$ cat config.mk
export PLATFORM = sky130hd
export DESIGN_NAME = key_wdt
export DESIGN_NICKNAME = d
export VERILOG_FILES = /design/src/rtl/wdt_pkg.sv /design/src/rtl/wdt_key_ctl.sv /design/src/rtl/wdt_counter.sv /design/src/rtl/key_wdt.sv
export SDC_FILE = /design/constraint.sdc
export NUM_CORES = 1
export LEC_CHECK = 0
export ABC_AREA = 1
export BUFFER_PORTS_ARGS = -buffer_cell sky130_fd_sc_hd__buf_2
export CAP_MARGIN = 10
export CORE_ASPECT_RATIO = 0.75
export CORE_UTILIZATION = 50
export DETAILED_ROUTE_END_ITERATION = 16
export PLACE_DENSITY = 0.77
export SLEW_MARGIN = 20
export SYNTH_ARGS = -nofsm -noshare
export SYNTH_HDL_FRONTEND = slang
export SYNTH_SLANG_ARGS = --single-unit
$ cat constraint.sdc
create_clock -name clk_i -period 2 [get_ports clk_i]
set_clock_uncertainty 0.1 [all_clocks]
set_input_delay 0.2 -clock clk_i [delete_from_list [all_inputs] [get_ports clk_i]]
set_output_delay 0.2 -clock clk_i [all_outputs]
set_load 0.03 [all_outputs]
$ cat src/rtl/wdt_pkg.sv
package wdt_pkg;
  localparam int unsigned SEL_W = 3;
  localparam int unsigned PRE_W = 10;

  // prescaler bits consumed above the fixed divider for a select code
  function automatic int unsigned tap_ofs(input int unsigned code);
    return (code < 4) ? 2 * code : code + 3;
  endfunction
endpackage

$ cat src/rtl/wdt_key_ctl.sv
module wdt_key_ctl #(
  parameter int unsigned   KEY_W = 5,
  parameter logic [KEY_W-1:0] KEY_A = 5'b01010,
  parameter logic [KEY_W-1:0] KEY_B = 5'b10101,
  parameter int unsigned   DLY   = 2
) (
  input  logic             clk_i,
  input  logic             rst_ni,
  input  logic             wr_en_i,
  input  logic [KEY_W-1:0] wr_key_i,
  input  logic             wr_flag_i,
  output logic [KEY_W-1:0] key_o,
  output logic             fire_o,
  output logic             flag_o
);
  localparam int unsigned DLY_W = (DLY < 2) ? 1 : $clog2(DLY);
  localparam logic [DLY_W-1:0] DLY_LAST = DLY_W'(DLY - 1);

  logic [KEY_W-1:0] key_q;
  logic [DLY_W-1:0] bad_q;
  logic             flag_q;
  logic             legal;

  assign legal  = (key_q == KEY_A) || (key_q == KEY_B);
  assign fire_o = !legal && (bad_q == DLY_LAST);
  assign key_o  = key_q;
  assign flag_o = flag_q;

  always_ff @(posedge clk_i or negedge rst_ni) begin
    if (!rst_ni) begin
      key_q <= KEY_A;
      bad_q <= '0;
    end else if (fire_o) begin
      key_q <= KEY_A;
      bad_q <= '0;
    end else begin
      if (wr_en_i) key_q <= wr_key_i;
      bad_q <= legal ? '0 : bad_q + 1'b1;
    end
  end

  always_ff @(posedge clk_i or negedge rst_ni) begin
    if (!rst_ni)                    flag_q <= 1'b0;
    else if (fire_o)                flag_q <= 1'b1;
    else if (wr_en_i && !wr_flag_i) flag_q <= 1'b0;
  end
endmodule

$ cat src/rtl/wdt_counter.sv
module wdt_counter
  import wdt_pkg::*;
#(
  parameter int unsigned DIV_W = 8
) (
  input  logic             clk_i,
  input  logic             rst_ni,
  input  logic             clr_i,
  input  logic [SEL_W-1:0] sel_i,
  output logic             term_o
);
  localparam int unsigned N_TAP = 1 << SEL_W;

  logic [DIV_W-1:0] div_q;
  logic [PRE_W-1:0] pre_q;
  logic             div_full;
  logic [N_TAP-1:0] tap;

  assign div_full = &div_q;

  always_ff @(posedge clk_i or negedge rst_ni) begin
    if (!rst_ni) begin
      div_q <= '0;
      pre_q <= '0;
    end else if (clr_i) begin
      div_q <= '0;
      pre_q <= '0;
    end else begin
      div_q <= div_q + 1'b1;
      if (div_full) pre_q <= pre_q + 1'b1;
    end
  end

  for (genvar k = 0; k < N_TAP; k++) begin : g_tap
    localparam int unsigned OFS = tap_ofs(k);
    if (OFS == 0) begin : g_div
      assign tap[k] = div_full;
    end else begin : g_pre
      assign tap[k] = div_full & (&pre_q[OFS-1:0]);
    end
  end

  assign term_o = tap[sel_i];
endmodule

$ cat src/rtl/key_wdt.sv
module key_wdt
  import wdt_pkg::*;
#(
  parameter int unsigned      BASE_EXP = 8,
  parameter int unsigned      KEY_W    = 5,
  parameter logic [KEY_W-1:0] KEY_A    = 5'b01010,
  parameter logic [KEY_W-1:0] KEY_B    = 5'b10101,
  parameter int unsigned      KEY_DLY  = 2
) (
  input  logic             clk_i,
  input  logic             rst_ni,
  input  logic             wr_en_i,
  input  logic [KEY_W-1:0] wr_key_i,
  input  logic [2:0]       wr_sel_i,
  input  logic             wr_flag_i,
  input  logic             clr_wdt_i,
  input  logic             halt_i,
  input  logic             sleep_i,
  output logic             rst_full_o,
  output logic             rst_part_o,
  output logic             timeout_o,
  output logic             key_rst_flag_o,
  output logic [KEY_W-1:0] ctrl_key_o,
  output logic [2:0]       ctrl_sel_o
);
  logic [SEL_W-1:0] sel_q, sel_act_q;
  logic             fire, term, clr_sw, hit, cnt_clr;
  logic             full_q, part_q, tmo_q;

  wdt_key_ctl #(
    .KEY_W(KEY_W), .KEY_A(KEY_A), .KEY_B(KEY_B), .DLY(KEY_DLY)
  ) u_key (
    .clk_i    (clk_i),
    .rst_ni   (rst_ni),
    .wr_en_i  (wr_en_i),
    .wr_key_i (wr_key_i),
    .wr_flag_i(wr_flag_i),
    .key_o    (ctrl_key_o),
    .fire_o   (fire),
    .flag_o   (key_rst_flag_o)
  );

  wdt_counter #(.DIV_W(BASE_EXP)) u_cnt (
    .clk_i (clk_i),
    .rst_ni(rst_ni),
    .clr_i (cnt_clr),
    .sel_i (sel_act_q),
    .term_o(term)
  );

  assign clr_sw  = clr_wdt_i | halt_i;
  // a clear or key reset on the terminal edge wins over the timeout
  assign hit     = term & ~clr_sw & ~fire;
  assign cnt_clr = clr_sw | fire | hit;

  always_ff @(posedge clk_i or negedge rst_ni) begin
    if (!rst_ni) begin
      sel_q     <= '0;
      sel_act_q <= '0;
    end else begin
      if (wr_en_i) sel_q <= wr_sel_i;
      if (cnt_clr) sel_act_q <= sel_q; // period change only at a restart
    end
  end

  always_ff @(posedge clk_i or negedge rst_ni) begin
    if (!rst_ni) begin
      full_q <= 1'b0;
      part_q <= 1'b0;
      tmo_q  <= 1'b0;
    end else begin
      full_q <= (hit & ~sleep_i) | fire;
      part_q <= hit & sleep_i;
      if (hit)         tmo_q <= 1'b1;
      else if (clr_sw) tmo_q <= 1'b0;
    end
  end

  assign rst_full_o = full_q;
  assign rst_part_o = part_q;
  assign timeout_o  = tmo_q;
  assign ctrl_sel_o = sel_q;
endmodule

; ---- Yosys cells after proc, flatten, opt, wreduce, memory -nomap -nowiden
; Cells that the tools add are included.
[totals]
in_bits = 15
regBits = 34
output_inout_bits = 12
[op_classes]
n_eq_ne = 2
magnitude_cmp = 1
n_reduce_logical = 17
mux = 13
addsub = 3
bitwise = 18
[ops]
columns = op, count
row1 = $mux 10, 2
row2 = $reduce_and 8->1, 2
row3 = $and 1x1->1, 11
row4 = $add 10x1->10 const B, 1
row5 = $mux 5, 2
row6 = $reduce_and 10->1, 1
row7 = $reduce_and 9->1, 1
row8 = $add 8x1->8 const B, 1
row9 = $mux 8, 1
row10 = $reduce_bool 2->1, 4
row11 = $mux 1, 7
row12 = $reduce_and 7->1, 1
row13 = $reduce_and 6->1, 1
row14 = $eq 5x4->1 const B, 1
row15 = $eq 5x5->1 const B, 1
row16 = $lt 3x4->1 const B, 1
row17 = $or 1x1->1, 4
row18 = $reduce_and 4->1, 1
row19 = $bmux 1 s3, 1
row20 = $not 1->1, 3
row21 = $logic_and 1x1->1, 2
row22 = $logic_not 1->1, 2
row23 = $reduce_and 2->1, 1
row24 = $add 1x1->1 const B, 1
row25 = $logic_or 1x1->1, 1

; ---- Depth between registers and ports, before layout
; Gate-level depths: netlist of run 1.
[logic_depth]
ltp_word = 8
mapped_depth = 12

; ---- Cells and area by module
; A second synthesis of run 1 with hierarchy kept.
[hier_totals]
hier_cells = 229
area_unflattened_um2 = 1749.2
[modules_own_cells]
columns = mod, area_each_um2, instances, cells_each
row1 = wdt_counter, 1056.0, 1, 147
row2 = key_wdt, 361.6, 1, 38
row3 = wdt_key_ctl, 331.6, 1, 44

; ---- Worst setup path before layout of run 1
; OpenSTA, ideal clock, no wires.
[synth_timing]
path_kind = register to register
startpoint = reg u_key.key_q[1], in the netlist u_key.key_o[1]
endpoint = reg u_cnt.div_q[7]
path_slack_ns = 0.125
n_path_buf = 1
arrival_ns = 1.656
setup_ns = 0.119
path_stages_with_launch = 9
path_cell_list = dfstp_2 > inv_1 > nand3_1 > nand3_2 > nand2_1 > clkinv_1 > nand2_4 > buf_12 > nor2_2
[synth_between]
elab_chain_cells = 8
word_cells_on_any_way = 10
[synth_rtl]
columns = item, line_no
row1 = "start, declared", wdt_key_ctl.sv:19  ; logic [KEY_W-1:0] key_q;
row2 = "start signal, assigned", wdt_key_ctl.sv:37  ; if (wr_en_i) key_q <= wr_key_i;
row3 = $eq 5x4->1 or $eq 5x5->1 (tied branches), wdt_key_ctl.sv:24  ; assign legal = (key_q == KEY_A) || (key_q == KEY_B);
row4 = $logic_or 1x1->1 *, wdt_key_ctl.sv:24
row5 = $logic_not 1->1 *, wdt_key_ctl.sv:25  ; assign fire_o = !legal && (bad_q == DLY_LAST);
row6 = $logic_and 1x1->1 *, wdt_key_ctl.sv:25
row7 = $not 1->1, key_wdt.sv:53  ; assign hit = term & ~clr_sw & ~fire;
row8 = $and 1x1->1, key_wdt.sv:53
row9 = $or 1x1->1 *, key_wdt.sv:54  ; assign cnt_clr = clr_sw | fire | hit;
row10 = $mux 8 *, wdt_counter.sv:25  ; end else if (clr_i) begin
row11 = "end signal, assigned", wdt_counter.sv:29  ; div_q <= div_q + 1'b1;
row12 = "end, declared", wdt_counter.sv:14  ; logic [DIV_W-1:0] div_q;
; Mark *: on every way between the ends. The rest lies on a longest branch, timed or not.
; A chain may end at the register's enable or synchronous reset.

; ---- Final worst setup path of run 1
[layout_timing]
startpoint = reg u_cnt.pre_q[1]
endpoint = reg u_cnt.div_q[4]
[layout_between]
elab_chain_cells = 8
word_cells_on_any_way = 20
[layout_rtl]
columns = item, line_no
row1 = "start, declared", wdt_counter.sv:15  ; logic [PRE_W-1:0] pre_q;
row2 = "start signal, assigned", wdt_counter.sv:30  ; if (div_full) pre_q <= pre_q + 1'b1;
row3 = $reduce_and 10->1 (tied with other cells), wdt_counter.sv:39  ; assign tap[k] = div_full & (&pre_q[OFS-1:0]);
row4 = $and 1x1->1, wdt_counter.sv:39
row5 = $bmux 1 s3 *, wdt_counter.sv:43  ; assign term_o = tap[sel_i];
row6 = $mux 1 (not written as such) *, wdt_counter.sv:43
row7 = $and 1x1->1 * (2 in a row), key_wdt.sv:53
row8 = $or 1x1->1 *, key_wdt.sv:54
row9 = $mux 8 *, wdt_counter.sv:25
; Mark *: on every way between the ends. The rest lies on a longest branch, timed or not. The select of a mux whose other input is x is not followed.

==> impl_results.md, run 1 <==
* Nets at 272
* Util after Layout at 63.5%
* Worst vdd ir at 0.000645 V
* Delay-heaviest family, CP: simple AND/OR/NAND/NOR gates
* Layout area overhead at 20.1%
* Slowest cell on crit path: dfrtp_1
* Final Hold Fails at 0
* HP Class: in -> reg
* Global Route Usage Sum at 20.8%
* Largest net degree at the start of global routing at 35
* Pins Over Slew Limit at 0
* First-pass GRT wire length at 5910 um
* Max Buffers Root-to-Sink at 2
* Sequential cell area at 853 um2
* GR Layer Usage met1 at 29.0%
* Total congestion overflow at 0
* Row cnt at 18
* FF-to-FF path depth at 12
* CTS Root Cell: clkbuf_8
* Yosys warning total at 0
* Multi-input gate area at 807 um2
* Initial Utilization at 52.9%
* Seq cells post-synth at 34
* Synth Flop Type: dfrtp_1
* Vias in the first global route at 1355
* Hold path cells at 2
* CP required at 2110 ps
* Final setup viols at 0
* Async S/R FF share, synth at 100%
* Crit path top cell by count: nand2_1
* Min Tclk post-route at 1890 ps
* Buffer and inverter count on the worst path at 1
* Max-cap check violation count at 0
* Die width at 70.3 um
* Final critical-path setup slack at 114 ps
* DRC viols at 0
* Finished Layout Cells at 295
* CP endpoint kind: flip-flop
* Detail Route Antenna Nets at 0
* H-Tree Depth at 2
* Max Clock Freq at 0.530 GHz
* Top-count cell post-synth: nand2_1
* Core area at 3310 um2
* Post-Syn Nets at 232
* Worst Tran Pin Value at 725 ps
* Detailed placer's ending HPWL at 2620 um
* Area leader, netlist: dfrtp_1
* M3 GR Usage at 5.14%
* Vias at 1504
* Busiest layer in global routing: met2
* Gpl congestion at 0.823
* Post-DR wirelength/cell at 12.4 um
* Synth Area per Inst at 8.19 um2
* Top-area cell type share of the netlist area at 45.7%
* Slowest cell delay on critical path at 440 ps
* CTS Sinks at 34
* Register area share after synthesis at 48.7%
* Distinct cells, synth at 26
* CTS Buf Count at 5
* Clock latency at the later pin of the worst-skew pair at 270 ps
* Die height at 53.3 um
* WP depth at 12
* Antenna cell count at 0
* Fill count at 268
* Dpl ws at -10.6 ps
* Synth area leaders: dfrtp_1 46%, nand2_1 13%, inv_1 5.6%, nor2_1 4.5%, nand3_1 4.3%
* Layout cells sized above 1 at 25.9%
* DRT iter0 DRCs at 62
* Post-DP Area at 1950 um2
* Post-synth top cells: 59 x nand2_1, 32 x dfrtp_1, 26 x inv_1, 21 x nor2_1, 15 x nand3_1
* Pleak at 0.00105 uW
* Post-synth EDFFs at 0
* PortBufs at 26
* Critical path arrival at 1990 ps
* GR Util met2 at 32.2%
* Critical Path Start Type: flip-flop
* Finished Cell Area at 2100 um2
* DIE AREA at 3750 um2
* Pre-antenna DRT Iters at 4
* Synth Cell Area at 1750 um2
* Routed WL at 3650 um
* Mapped Cells at 214
* Setup CP Type: reg -> reg
* Overall power at 1910 uW
* Initial antenna violation count at 0
* Slew margin rel. at 51.7%
* CTS tree: done
* Vias per Instance at 5.10
* Period Utilization, post-route at 94.3%
* Placed cells at 283
* PD cells at 908 nW/um2
* Maximum fanout along the worst path at 8
* IO Pins at 27
* Clk slew on worst S/H paths at 70 ps
* Crit-path cells: ha_4 -> nand3_2 -> nor3_2 -> ha_1 -> a21oi_1 -> nand2_1 -> nand2_1 -> nand2_2 -> nand2_4 -> buf_4 -> nand3_1 -> nor2_1
* Status: complete, no violations
-- layer usage --
metal	vias to the layer above	routed length, um
li1	761	-
met1	695	1840
met2	42	1610
met3	6	150
met4	0	44
met5	-	0
-- per-stage QoR --
stage	setup TNS, ps	hold slack [ps]
floorplan	0	-196
global placement	0	204
detailed placement	-41.5	210
CTS	0	20.1
global route	-49.8	19.9
finish	0	23.0
-- logic make-up after synthesis --
group | count (synthesis) | synth area share, %
buffers and inverters | 29 | 7.14
XOR/XNOR | 6 | 3.00
AO/OA/AOI/OAI | 16 | 5.43
adder cells (fa/ha/maj) | 3 | 2.14
flip-flops | 34 | 48.7
AND/OR/NAND/NOR | 126 | 33.6
-- worst reg2reg max path, cell delays in order (launching register included) --
cell     delay [ps]
dfrtp_1         440
ha_4            200
nand3_2          90
nor3_2           50
ha_1            170
a21oi_1         120
nand2_1          70
nand2_1          70
nand2_2          70
nand2_4         110
buf_4           160
nand3_1          80
nor2_1           90
-- final timing paths --
kind,startpoint,end,slack [ps]
setup / recovery,u_cnt.pre_q[1],u_cnt.div_q[4],110
hold / removal,sleep_i,rst_full_o,20
setup reg to reg,u_cnt.pre_q[1],u_cnt.div_q[4],110
hold reg to reg,u_key.bad_q,u_key.bad_q,360
max in group asynchronous,rst_ni,u_cnt.div_q[0],920
min in group asynchronous,rst_ni,u_cnt.pre_q[5],410
-- layout by cell type (no fill, tap or decap) --
cell type and n:
dlygate4sd3_1 1, ha_4 1, clkinv_1 1, a31oi_1 4
nand3_2 3, nor2_4 2, nand2_8 1, o211ai_1 1
nand3_1 14, a21oi_2 2, nand2_4 1, ha_1 2
nand2_1 58, o21ai_0 2, inv_1 26, a21oi_1 6
clkbuf_8 6, xnor2_1 2, nor3_1 7, nor3b_1 1
nor3_2 1, clkbuf_1 1, nand2_2 2, buf_4 8
and3_1 1, o21ai_1 1, nand4_1 4, xor2_1 4
nor2_1 21, dfstp_2 2, clkinv_2 1, buf_2 26
nor2_2 10, dfrtp_1 32
-- report_power, final --
group,internal [uW],total [uW],switching [uW]
combinational,164,535,370
clock,278,513,236
sequential,789,862,72.9
total,1230,1910,679
-- state kept, by name, indices dropped and copies added, names as in the netlist --
| signal | count |
|---|---|
| u_key.flag_o | 1 |
| u_key.bad_q | 1 |
| ctrl_sel_o | 3 |
| rst_full_o | 1 |
| sel_act_q | 3 |
| u_cnt.div_q | 8 |
| u_cnt.pre_q | 10 |
| timeout_o | 1 |
| u_key.key_o | 5 |
| rst_part_o | 1 |
-- area by class of cell --
class	count	area share, %
inverter	27	4.82
clock inverter	1	0.238
multi-input combinational	151	38.4
tap	40	2.38
timing repair buffer	35	9.52
sequential	34	40.6
clock buffer	7	4.10
-- repair_timing --
action                                 in CTS  in global routing
gates cloned                                0                  0
endpoints found under the hold margin      32                  0
hold buffers                                1                  0
setup buffers                               0                  3
resized for setup                           2                  5
setup endpoints to repair                  13                 23
Note: power is estimated with default switching activity, not from simulation.
==> inputs of run 2 (changes only) <==
--- a/config.mk
+++ b/config.mk
@@ -5,13 +5,13 @@
 export SDC_FILE = /design/constraint.sdc
 export NUM_CORES = 1
 export LEC_CHECK = 0
-export ABC_AREA = 1
 export BUFFER_PORTS_ARGS = -buffer_cell sky130_fd_sc_hd__buf_2
 export CAP_MARGIN = 10
 export CORE_ASPECT_RATIO = 0.75
 export CORE_UTILIZATION = 50
 export DETAILED_ROUTE_END_ITERATION = 16
-export PLACE_DENSITY = 0.77
+export HOLD_SLACK_MARGIN = 0.03
+export PLACE_DENSITY = 0.75
 export SLEW_MARGIN = 20
 export SYNTH_ARGS = -nofsm -noshare
 export SYNTH_HDL_FRONTEND = slang
==> impl_results.md, run 2 <==
* Status: finished with violations
* Violated checks: negative setup slack
* Post-synth top cells: 32 x dfrtp_1, 25 x nor2_1, 19 x nand2_1
* Area leader, netlist: dfrtp_1
* Commonest non-fill, non-tap cell in the layout: dfrtp_1
* Mapped Cells at 158
* First-pass GRT wire length at 5920 um
* H-Tree Depth at 2
* Die width at 68.3 um
* Row cnt at 17
* DIE AREA at 3530 um2
* Largest net degree at the start of global routing at 35
* Nets at 230
* Worst Hold Slack at 40.8 ps
* Max reg flops at 10
* Distinct cells, synth at 40
* Internal Power at 1300 uW
* Register area share after synthesis at 51.8%
* Top-count cell post-synth: dfrtp_1
* Synth Area per Inst at 10.4 um2
* Setup CP Type: reg -> reg
* Dpl ws at -86.0 ps
* Synth Flop Type: dfrtp_1
* CP required at 2070 ps
* Post-DP Area at 1940 um2
* CP endpoint kind: flip-flop
* Yosys warning total at 0
* Pleak at 0.000981 uW
* DRC viols at 0
* Setup TNS at -21.1 ps
* Period Utilization, post-route at 101%
* Net Switching at 673 uW
* Min Tclk post-route at 2010 ps
* CTS Sinks at 34
* Initial antenna violation count at 0
* Post-DR wirelength/cell at 15.0 um
* CTS tree: done
* Synth area leaders: dfrtp_1 49%, nor2_1 5.7%, nand2_1 4.3%, xnor2_1 3.7%, xor2_1 3.7%
* Critical Path Start Type: flip-flop
* Commonest cells after routing, fill and taps aside: 30 x dfrtp_1, 26 x buf_2, 24 x nor2_1, 19 x nand2_1, 19 x buf_4
* Vias at 1354
* Core area at 3040 um2
* Max-cap check violation count at 0
* Finished Cell Area at 2190 um2
* Post-Syn Nets at 176
* Clock latency at the later pin of the worst-skew pair at 280 ps
* Switching Fraction at 34.1%
* Gate power share at 28.5%
* CTS Buf Count at 5
* HP Class: in -> reg
* Worst Tran Pin Value at 733 ps
* Final critical-path setup slack at -13.5 ps
* Max Clock Freq at 0.497 GHz
* Sequential share of power at 45.7%
* Detail Route Antenna Nets at 0
* Layout cells sized above 1 at 38.0%
* IO Pins at 27
* Clock share of power at 25.8%
* Post-synth EDFFs at 0
* Pins Over Slew Limit at 0
* Seq cells post-synth at 34
* Async S/R FF share, synth at 100%
* Biggest register: u_cnt.pre_q
* Top-area cell type share of the netlist area at 48.6%
* Pre-antenna DRT Iters at 4
* Detailed placer's ending HPWL at 2570 um
* Initial Utilization at 54.1%
* Final setup viols at 2
* Total congestion overflow at 0
* Layout area overhead at 33.0%
* RSZ-0062 raised after global routing: yes
* DRT iter0 DRCs at 93
* Routed WL at 3770 um
* Antenna cell count at 0
* Synth Cell Area at 1650 um2
* Vias in the first global route at 1307
* Critical path arrival at 2080 ps
* Final Hold Fails at 0
* Die height at 51.7 um
* PD cells at 900 nW/um2
* Vias per Instance at 5.39
* Worst vdd ir at 0.000466 V
* Slew margin rel. at 51.2%
* PortBufs at 26
* Gpl congestion at 0.805
* Global Route Usage Sum at 23.8%
* CTS Root Cell: clkbuf_8
* Maximum fanout along the worst path at 5
* Util after Layout at 72.0%
* Max Buffers Root-to-Sink at 2
* Clk slew on worst S/H paths at 60 ps
## run 2: kinds of logic (layout without fill, tap and decap cells)
family                     count (synthesis)  after routing  share of synthesized area, %
AOI/OAI and AO/OA                         18             18                          7.83
xor gates and xnor gates                  14             14                          7.45
adders and majority gates                  3              3                          2.28
buffers and inverters                      9             64                          2.51
DFF                                       34             34                          51.8
muxes                                     10             10                          6.84
and+or+nand+nor                           70             70                          21.3
## run 2: worst max-delay path: stages (launching register included)
cell       delay, ps
dfrtp_1          430
nand3_1          140
a2111oi_2        450
buf_4            190
o211ai_1         140
nand3_4          140
mux2_4           300
## run 2: cell type report
class,count,area [um2]
clock buffers,8,90.1
fillers,215,852
multi-input cells,115,852
inverters,7,26.3
well taps,38,47.5
repair buffers,49,318
flip-flops and latches,34,856
## run 2: power by group through the flow
stage	Sequential (uW)	Clock (uW)	Combinational (uW)
final	900	508	561
after floorplan	1030	0	216
after detailed placement	902	0	523
after global placement	892	0	507
after CTS	892	526	535
after global routing	913	553	611
## run 2: worst paths after layout
kind                               from              to  slack [ps]  depth (start not counted)
min                         wr_key_i[3]  u_key.key_o[3]          40                          3
max reg2reg                sel_act_q[0]    sel_act_q[0]         -10                          6
max                        sel_act_q[0]    sel_act_q[0]         -10                          6
min in group asynchronous        rst_ni       timeout_o         410                          2
max in group asynchronous        rst_ni  u_cnt.pre_q[3]         880                          2
min reg2reg                   timeout_o       timeout_o         400                          1
## run 2: timing repair
| action | 4_1_cts | 5_1_grt |
|---|---|---|
| setup endpoints to repair | 22 | 22 |
| resized for setup | 5 | 16 |
| endpoints found under the hold margin | 34 | 0 |
| hold buffers | 3 | 0 |
| pin swaps | 4 | 6 |
| setup buffers | 1 | 4 |
## run 2: per-layer routing
metal / routed length (um) / part of all wire [%] / vias up / track usage [%]
li1: - / - / 650 / -
met1: 1730 / 46 / 655 / 31.1
met2: 1770 / 47 / 42 / 36.8
met3: 217 / 5.8 / 7 / 6.80
met4: 52 / 1.4 / 0 / 9.72
met5: 0 / 0 / - / 0
## run 2: through the flow
step,power (uW),std cells
6_report,1970,251
5_1_grt,2080,251
4_1_cts,1950,247
3_5_place_dp,1430,235
3_3_place_gp,1400,235
2_1_floorplan,1240,158
